## config.mk

```make
export PLATFORM = sky130hd
export DESIGN_NAME = eal_lock_reg
export DESIGN_NICKNAME = d
export VERILOG_FILES = /design/src/rtl/eal_pkg.sv /design/src/rtl/eal_cmd_decode.sv /design/src/rtl/eal_force_seq.sv /design/src/rtl/eal_core.sv /design/src/rtl/eal_gate.sv /design/src/rtl/eal_lock_reg.sv
export SDC_FILE = /design/constraint.sdc
export NUM_CORES = 1
export LEC_CHECK = 0
export BUFFER_PORTS_ARGS = -buffer_cell sky130_fd_sc_hd__clkbuf_2
export CAP_MARGIN = 20
export CORE_MARGIN = 2
export CORE_UTILIZATION = 30
export CTS_CLUSTER_SIZE = 10
export DETAILED_ROUTE_END_ITERATION = 10
export PLACE_DENSITY = 0.63
export SYNTH_ARGS = -nofsm -noshare
export SYNTH_HDL_FRONTEND = slang
export SYNTH_SLANG_ARGS = --single-unit
export TNS_END_PERCENT = 1
```

## constraint.sdc

```tcl
create_clock -name clk -period 2.9 [get_ports clk]
set_input_delay 0.435 -clock clk [delete_from_list [all_inputs] [get_ports clk]]
set_output_delay 0.435 -clock clk [all_outputs]
set_load 0.01 [all_outputs]
```

## src/rtl/eal_pkg.sv

```systemverilog
package eal_pkg;
   typedef enum logic [1:0] {
      EAL_OFF  = 2'b00,
      EAL_FREE = 2'b01,
      EAL_HELD = 2'b10
   } eal_state_e;

   typedef enum logic [2:0] {
      OP_NONE,
      OP_ACQ,
      OP_REL,
      OP_KILL,
      OP_ARM,
      OP_FIRE
   } eal_op_e;
endpackage

```

## src/rtl/eal_cmd_decode.sv

```systemverilog
module eal_cmd_decode
   import eal_pkg::*;
#(
   parameter int DATA_W = 32,
   parameter logic [DATA_W-1:0] CMD_KILL = 'h0,
   parameter logic [DATA_W-1:0] CMD_REL  = 'h1,
   parameter logic [DATA_W-1:0] CMD_ACQ  = 'h2,
   parameter logic [DATA_W-1:0] MAGIC_A  = 'hC3A50F1E,
   parameter logic [DATA_W-1:0] MAGIC_B  = 'h3C5AF0E1
) (
   input  logic [DATA_W-1:0] data,
   output eal_op_e           op
);
   always_comb begin
      if (data == CMD_ACQ)       op = OP_ACQ;
      else if (data == CMD_REL)  op = OP_REL;
      else if (data == CMD_KILL) op = OP_KILL;
      else if (data == MAGIC_A)  op = OP_ARM;
      else if (data == MAGIC_B)  op = OP_FIRE;
      else                       op = OP_NONE;
   end
endmodule

```

## src/rtl/eal_force_seq.sv

```systemverilog
module eal_force_seq
   import eal_pkg::*;
(
   input  logic    clk,
   input  logic    rst_n,
   input  logic    wr_en,
   input  eal_op_e op,
   output logic    fire
);
   logic armed_q;

   // Every write re-evaluates the arm flag; idle cycles keep it.
   always_ff @(posedge clk or negedge rst_n) begin
      if (!rst_n)     armed_q <= 1'b0;
      else if (wr_en) armed_q <= (op == OP_ARM);
   end

   assign fire = wr_en && (op == OP_FIRE) && armed_q;
endmodule

```

## src/rtl/eal_core.sv

```systemverilog
module eal_core
   import eal_pkg::*;
#(
   parameter int DOM_W = 4
) (
   input  logic             clk,
   input  logic             rst_n,
   input  logic             wr_en,
   input  logic [DOM_W-1:0] wr_dom,
   input  eal_op_e          op,
   input  logic             fire,
   output eal_state_e       state,
   output logic [DOM_W-1:0] owner
);
   logic killed_q;

   always_ff @(posedge clk or negedge rst_n) begin
      if (!rst_n) begin
         state    <= EAL_OFF;
         owner    <= '0;
         killed_q <= 1'b0;
      end else if (wr_en && !killed_q) begin
         unique case (op)
            OP_REL: begin
               if (state != EAL_HELD) begin
                  state <= EAL_FREE;
               end else if (wr_dom == owner) begin
                  state <= EAL_FREE;
                  owner <= '0;
               end
            end
            OP_ACQ: begin
               if (state == EAL_FREE) begin
                  state <= EAL_HELD;
                  owner <= wr_dom;
               end
            end
            OP_KILL: begin
               state    <= EAL_OFF;
               owner    <= '0;
               killed_q <= 1'b1;
            end
            OP_FIRE: begin
               if (fire && state == EAL_HELD) begin
                  state <= EAL_FREE;
                  owner <= '0;
               end
            end
            default: ;
         endcase
      end
   end
endmodule

```

## src/rtl/eal_gate.sv

```systemverilog
module eal_gate
   import eal_pkg::*;
#(
   parameter int DOM_W = 4
) (
   input  eal_state_e       state,
   input  logic [DOM_W-1:0] owner,
   input  logic [DOM_W-1:0] chk_dom,
   output logic             allow
);
   assign allow = (state != EAL_HELD) || (chk_dom == owner);
endmodule

```

## src/rtl/eal_lock_reg.sv

```systemverilog
module eal_lock_reg
   import eal_pkg::*;
#(
   parameter int DOM_W  = 4,
   parameter int DATA_W = 32,
   parameter logic [DATA_W-1:0] CMD_KILL = 'h0,
   parameter logic [DATA_W-1:0] CMD_REL  = 'h1,
   parameter logic [DATA_W-1:0] CMD_ACQ  = 'h2,
   parameter logic [DATA_W-1:0] MAGIC_A  = 'hC3A50F1E,
   parameter logic [DATA_W-1:0] MAGIC_B  = 'h3C5AF0E1
) (
   input  logic              clk,
   input  logic              rst_n,
   input  logic              wr_en,
   input  logic [DOM_W-1:0]  wr_dom,
   input  logic [DATA_W-1:0] wr_data,
   input  logic [DOM_W-1:0]  chk_dom,
   output logic [1:0]        lock_state,
   output logic [DOM_W-1:0]  lock_owner,
   output logic              access_ok
);
   localparam int MAX_DOMS = 1 << DOM_W;

   generate
      if (DOM_W < 1 || MAX_DOMS > 16) begin : g_bad_dom
         $error("eal_lock_reg: DOM_W must give 2 to 16 domains");
      end
      if (DATA_W < 8) begin : g_bad_data
         $error("eal_lock_reg: DATA_W must be at least 8");
      end
      if (MAGIC_A == MAGIC_B || MAGIC_A == CMD_REL || MAGIC_A == CMD_ACQ ||
          MAGIC_A == CMD_KILL || MAGIC_B == CMD_REL || MAGIC_B == CMD_ACQ ||
          MAGIC_B == CMD_KILL || CMD_REL == CMD_ACQ || CMD_REL == CMD_KILL ||
          CMD_ACQ == CMD_KILL) begin : g_bad_codes
         $error("eal_lock_reg: command values must be distinct");
      end
   endgenerate

   eal_op_e    op;
   logic       fire;
   eal_state_e state;

   eal_cmd_decode #(
      .DATA_W(DATA_W), .CMD_KILL(CMD_KILL), .CMD_REL(CMD_REL),
      .CMD_ACQ(CMD_ACQ), .MAGIC_A(MAGIC_A), .MAGIC_B(MAGIC_B)
   ) u_dec (
      .data (wr_data),
      .op   (op)
   );

   eal_force_seq u_seq (
      .clk   (clk),
      .rst_n (rst_n),
      .wr_en (wr_en),
      .op    (op),
      .fire  (fire)
   );

   eal_core #(.DOM_W(DOM_W)) u_core (
      .clk    (clk),
      .rst_n  (rst_n),
      .wr_en  (wr_en),
      .wr_dom (wr_dom),
      .op     (op),
      .fire   (fire),
      .state  (state),
      .owner  (lock_owner)
   );

   eal_gate #(.DOM_W(DOM_W)) u_gate (
      .state   (state),
      .owner   (lock_owner),
      .chk_dom (chk_dom),
      .allow   (access_ok)
   );

   assign lock_state = state;
endmodule

```

# Yosys cells after proc, flatten, opt, wreduce, memory -nomap -nowiden
# Cells that the tools add are included.
op_classes:
  n_eq_ne: 19
  muxes: 15
  reduce_logical: 11
op_table:
  columns: ["operator", "count"]
  rows:
  - ["== test 32 x 1 -> 1 bit (second input constant)", 1]
  - ["== test 32 x 2 -> 1 bit (second input constant)", 1]
  - ["== test 32 x 30 -> 1 bit (second input constant)", 1]
  - ["== test 32 bit (second input constant)", 1]
  - ["zero test 32 bit", 1]
  - ["2-to-1 mux 4 bit", 4]
  - ["one-hot mux 4 bit (4 select lines)", 1]
  - ["2-to-1 mux 3 bit", 5]
  - ["== test 4 bit", 2]
  - ["2-to-1 mux 2 bit", 4]
  - ["one-hot mux 2 bit (4 select lines)", 1]
  - ["== test 3 x 2 -> 1 bit (second input constant)", 2]
  - ["== test 3 bit (second input constant)", 2]
  - ["inequality test 2 x 1 -> 1 bit (second input constant)", 3]
  - ["AND reduction 6 bit", 1]
  - ["AND reduction 5 bit", 1]
  - ["logical AND 1 bit", 4]
  - ["inequality test 2 bit (second input constant)", 2]
  - ["nonzero test 4 bit", 1]
  - ["== test 3 x 1 -> 1 bit (second input constant)", 1]
  - ["inequality test 3 x 1 -> 1 bit (second input constant)", 1]
  - ["== test 2 x 1 -> 1 bit (second input constant)", 1]
  - ["== test 2 bit (second input constant)", 1]
  - ["AND reduction 2 bit", 1]
  - ["2 further kinds", 2]
totals:
  regBits: 8
  input_bits: 43
  out_inout_bits: 7
  word_cells: 49

# Depth between registers and ports, before layout
depth:
  word_depth: 12
  ltp_mapped: 5
  depth_no_buf: 5

# By module
# From an unflattened synthesis, not the netlist that was laid out.
unflattened:
  hier_cells: 83
  area_unflattened_um2: 718.2
by_module_without_submodules:
  columns: ["mod", "instances", "cells_each", "area_each_um2", "seq_area_each_um2"]
  rows:
  - ["eal_core", 1, 45, 437.9, 175.2]
  - ["eal_cmd_decode", 1, 27, 166.4, 0.0]
  - ["eal_gate", 1, 6, 57.6, 0.0]
  - ["eal_force_seq", 1, 5, 56.3, 25.0]

# Worst setup path before layout
# OpenSTA, ideal clock, no wires.
synth_path:
  kind: "input-to-reg"
  startpoint: "input port wr_data[2]"
  endpoint: "register u_core.state[1]"
  setup_ps: 126
  arrival_ps: 1884
  required_time_ps: 2774
  path_slack_ps: 889
  stages: 5
  n_path_buf: 0
  cell_sequence: "or4b_4 nor3_4 nand3_2 a21o_2 a221o_2"
synth_via:
  elab_chain_len: 12
  word_cells_on_any_way: 23
  cone_classes: "eq/ne (11); mux (6); reduce/logical (6)"
synth_rtl:
  columns: ["item", "line_no", "rtl"]
  rows:
  - ["start, declared", "eal_lock_reg.sv:16", "input logic [DATA_W-1:0] wr_data,"]
  - ["== test 32 x 30 -> 1 bit", "eal_cmd_decode.sv:19", "else if (data == MAGIC_B) op = OP_FIRE;"]
  - ["2-to-1 mux 3 bit", "eal_cmd_decode.sv:19", null]
  - ["2-to-1 mux 3 bit", "eal_cmd_decode.sv:18", "else if (data == MAGIC_A) op = OP_ARM;"]
  - ["2-to-1 mux 3 bit", "eal_cmd_decode.sv:17", "else if (data == CMD_KILL) op = OP_KILL;"]
  - ["2-to-1 mux 3 bit", "eal_cmd_decode.sv:16", "else if (data == CMD_REL) op = OP_REL;"]
  - ["2-to-1 mux 3 bit (*)", "eal_cmd_decode.sv:15", "if (data == CMD_ACQ) op = OP_ACQ;"]
  - ["== test 3 bit", "eal_force_seq.sv:18, eal_core.sv:23", null]
  - ["logical AND 1 bit (2 in series)", "eal_force_seq.sv:18", "assign fire = wr_en && (op == OP_FIRE) && armed_q;"]
  - ["logical AND 1 bit", "eal_core.sv:44", "if (fire && state == EAL_HELD) begin"]
  - ["inequality test 2 x 1 -> 1 bit (no source line)", null, null]
  - ["AND reduction 5 bit (no source line)", null, null]
  - ["end signal, assigned", "eal_core.sv:19", "state <= EAL_OFF;"]
  - ["end signal, assigned", "eal_core.sv:39", "state <= EAL_OFF;"]
  - ["end signal, assigned", "eal_core.sv:45", "state <= EAL_FREE;"]
  - ["end, declared", "eal_core.sv:12", "output eal_state_e state,"]
# Mark *: on every way between the ends. The rest lies on a longest branch, timed or not.
# A chain may end at the register's enable or synchronous reset.

# Worst setup path after layout
layout_path:
  startpoint: "input port wr_data[2]"
  endpoint: "register u_core.owner[0]"
layout_via:
  elab_chain_len: 12
  word_cells_on_any_way: 24
  cone_classes: "eq/ne (12); mux (6); reduce/logical (6)"
layout_rtl:
  columns: ["item", "line_no", "rtl"]
  rows:
  - ["== test 32 x 30 -> 1 bit", "eal_cmd_decode.sv:19", null]
  - ["2-to-1 mux 3 bit", "eal_cmd_decode.sv:19", null]
  - ["2-to-1 mux 3 bit", "eal_cmd_decode.sv:18", null]
  - ["2-to-1 mux 3 bit", "eal_cmd_decode.sv:17", null]
  - ["2-to-1 mux 3 bit", "eal_cmd_decode.sv:16", null]
  - ["2-to-1 mux 3 bit (*)", "eal_cmd_decode.sv:15", null]
  - ["== test 3 bit", "eal_force_seq.sv:18, eal_core.sv:23", null]
  - ["logical AND 1 bit (2 in series)", "eal_force_seq.sv:18", null]
  - ["logical AND 1 bit", "eal_core.sv:44", null]
  - ["inequality test 2 x 1 -> 1 bit (no source line)", null, null]
  - ["AND reduction 6 bit (no source line)", null, null]
  - ["end signal, assigned", "eal_core.sv:35", "owner <= wr_dom;"]
  - ["end, declared", "eal_core.sv:13", "output logic [DOM_W-1:0] owner"]
# Marked as above.

==> flow_summary.toml <==
[cells_and_area]
area_delta_synth_final_pct = 44.9
final_nets = 167
layout-drive-gt1-share = 0.516
n_antenna_cell = 0
finalNonFillerCells = 150
fillers = 228

[timing]
fin_skew_ns = 0.00199
rsz0062_at_grt = "no"
tns_ns = 0
max_freq_mhz = 494
setup_slack_ns = 0.875
setup_viol = 0
relSlewSlack = 0.725
fin_crit_sh = 0.698
hold_viol = 0
period_minus_slack_ns = 2.02
slew_violations = 0
tightest_slew_ns = 0.412

[placement]
dp_worst_setup_slack_ns = 0.643
place.gp.congestion = 0.752
dp_hpwl_mm = 1.75
io_buffers = 49
placed_cells = 147

[clock_tree]
cts_resized = 0
cts_tree = "yes"
clock_sinks = 8
clock_path_buffers = 2
postCtsSetupBuffers = 0
cts.clk_slew.worst_paths_ns = 0.05
clock_latency_ns = 0.24
cts_hold_buf = 0
htree_levels = 1
cts_buffers = 3
clockRootBuffer = "clkbuf_4"

[global_route]
grt_first_pass_wirelength_mm = 3.30
antenna_found_initial = 0
grt_usage = 0.164
grt_max_degree = 9
first_global_vias = 801
gr-total-overflow = 0

[synthesis]
postSynthCellCount = 70
yosysTopAreaCell = "dfrtp_1"
synth_nets = 113
synth_edf_count = 0
async_reset_ff_frac = 1.00
syn-mean-instance-area_um2 = 9.63
synth_seq_area_share = 0.297
ys.warnings.count = 0
netlist_area_um2 = 674
synthDistinctLibCells = 29
synth_top_cell_area_share = 0.297
netlist_top_cells_count = "dfrtp_1, xor2_1, nand4_1"
ys_top_cells_by_area = "dfrtp_1, xor2_1, nand4_1"
synthFlopType = "dfrtp_1"
ys_ff_latch = 8

[hold_path]
min_path_type = "primary input to asynchronous set/reset pin"

[die]
core_area_mm2 = 0.00217
initial_utilization = 0.311
die_h_um = 51.4
boundaryPins = 50
fp-row-count = 17
dieWidth_um = 51.4
dieArea_mm2 = 0.00264

[route]
drt_iter0_drc = 9
avgRoutedWirePerCell_um = 12.9
via_per_inst = 5.15
wirelength_mm = 1.93
dr.pass1.iters = 4
drc = 0
vias = 772
antenna_left = 0

[power_and_ir_drop]
powerDensity_mw_per_mm2 = 248
leakage_nw = 0.486
ir_drop_mv = 0.290

[worst_setup_path]
start_kind = "primary input"
critical_path_arrival_ns = 2.20
cp.required_ns = 3.08
path_max_fanout = 5
worstSetupPathType = "primary input to register"
endpoint_kind = "register"

[job]
max-cap-violations = 0

[status]
status = "finished, final reports clean"
layer usage:
| layer | up-vias | GRT usage | part of all wire |
|---|---|---|---|
| met2 | 23 | 0.278 | 0.50 |
| met1 | 352 | 0.192 | 0.44 |
| met3 | 2 | 0.0585 | 0.055 |
| met5 | - | 0 | 0 |
| li1 | 395 | - | - |
| met4 | 0 | 0.0482 | 0.0062 |
area by class of cell:
type | instances | area [um2] | share of cell area
sequential | 8 | 200 | 0.205
multi-input combinational | 62 | 474 | 0.485
tap | 28 | 35.0 | 0.0359
timing repair buffer | 49 | 245 | 0.251
clock buffer | 3 | 22.5 | 0.0230
worst paths after layout:
path,startpoint,to,slack [ns],cells past startpoint
setup reg to reg,u_core.owner[3]$_DFFE_PN0P_,u_core.owner[0]$_DFFE_PN0P_,1.07,5
min in group clk,wr_dom[1],u_core.owner[1]$_DFFE_PN0P_,0.45,2
hold reg to reg,u_core.killed_q$_DFFE_PN0P_,u_core.killed_q$_DFFE_PN0P_,0.49,1
setup / recovery,wr_data[2],u_core.owner[0]$_DFFE_PN0P_,0.88,6
hold / removal,rst_n,u_core.owner[1]$_DFFE_PN0P_,0.03,1
max in group asynchronous,rst_n,u_core.killed_q$_DFFE_PN0P_,2.69,1
report_power, final:
| part | leakage, nW | internal [mW] | switching (mW) |
|---|---|---|---|
| clock | 0.0138 | 0.0469 | 0.0307 |
| combinational | 0.361 | 0.0274 | 0.0260 |
| sequential | 0.112 | 0.112 | 0.000000000809 |
per-stage QoR:
step	utilization	hold WS, ns	total power, mW	cell area (um2)
after floorplan	-	0.139	0.126	674
after global placement	0.440	0.291	0.165	955
after detailed placement	0.440	0.293	0.167	955
after CTS	0.450	0.0302	0.248	977
after global routing	0.450	0.0211	0.266	977
final	0.450	0.0312	0.243	977
cells by family after synthesis:
logic type | count (synthesis) | share of synthesized area
AOI/OAI and AO/OA | 13 | 0.189
muxes | 2 | 0.0334
xor gates and xnor gates | 8 | 0.104
and+or+nand+nor | 39 | 0.377
DFF | 8 | 0.297
critical path, stage by stage:
cell and delay [ns]:
clkbuf_2 0.12, or4b_4 0.58, nor3_4 0.22, nand3_2 0.13
a2111oi_4 0.50, a22o_1 0.21
flip-flops by register name (all words and copies together) (netlist names):
| name | cells |
|---|---|
| u_seq.armed_q | 1 |
| u_core.state | 2 |
| u_core.killed_q | 1 |
| u_core.owner | 4 |
cells in the final DEF (no fill, tap or decap):
cell	count
nor4_1	6
nor3_4	1
nand3_1	2
dfrtp_1	8
mux2_2	2
nand4b_1	2
or2_2	1
a2111oi_4	1
nor2b_1	1
nand2b_1	1
nor3_1	5
and3_1	1
nand2_1	3
a221o_2	2
o41ai_1	1
a22o_1	4
or3b_1	1
nand3_2	1
clkbuf_4	3
a21oi_1	2
clkbuf_2	49
and2b_2	1
or4_1	1
o21ai_0	1
nor2_1	3
a21o_2	1
nand4_1	7
or4b_4	1
xor2_1	8
a41o_1	1
nor3b_1	1
No activity file was read; power rests on OpenSTA's default activity.
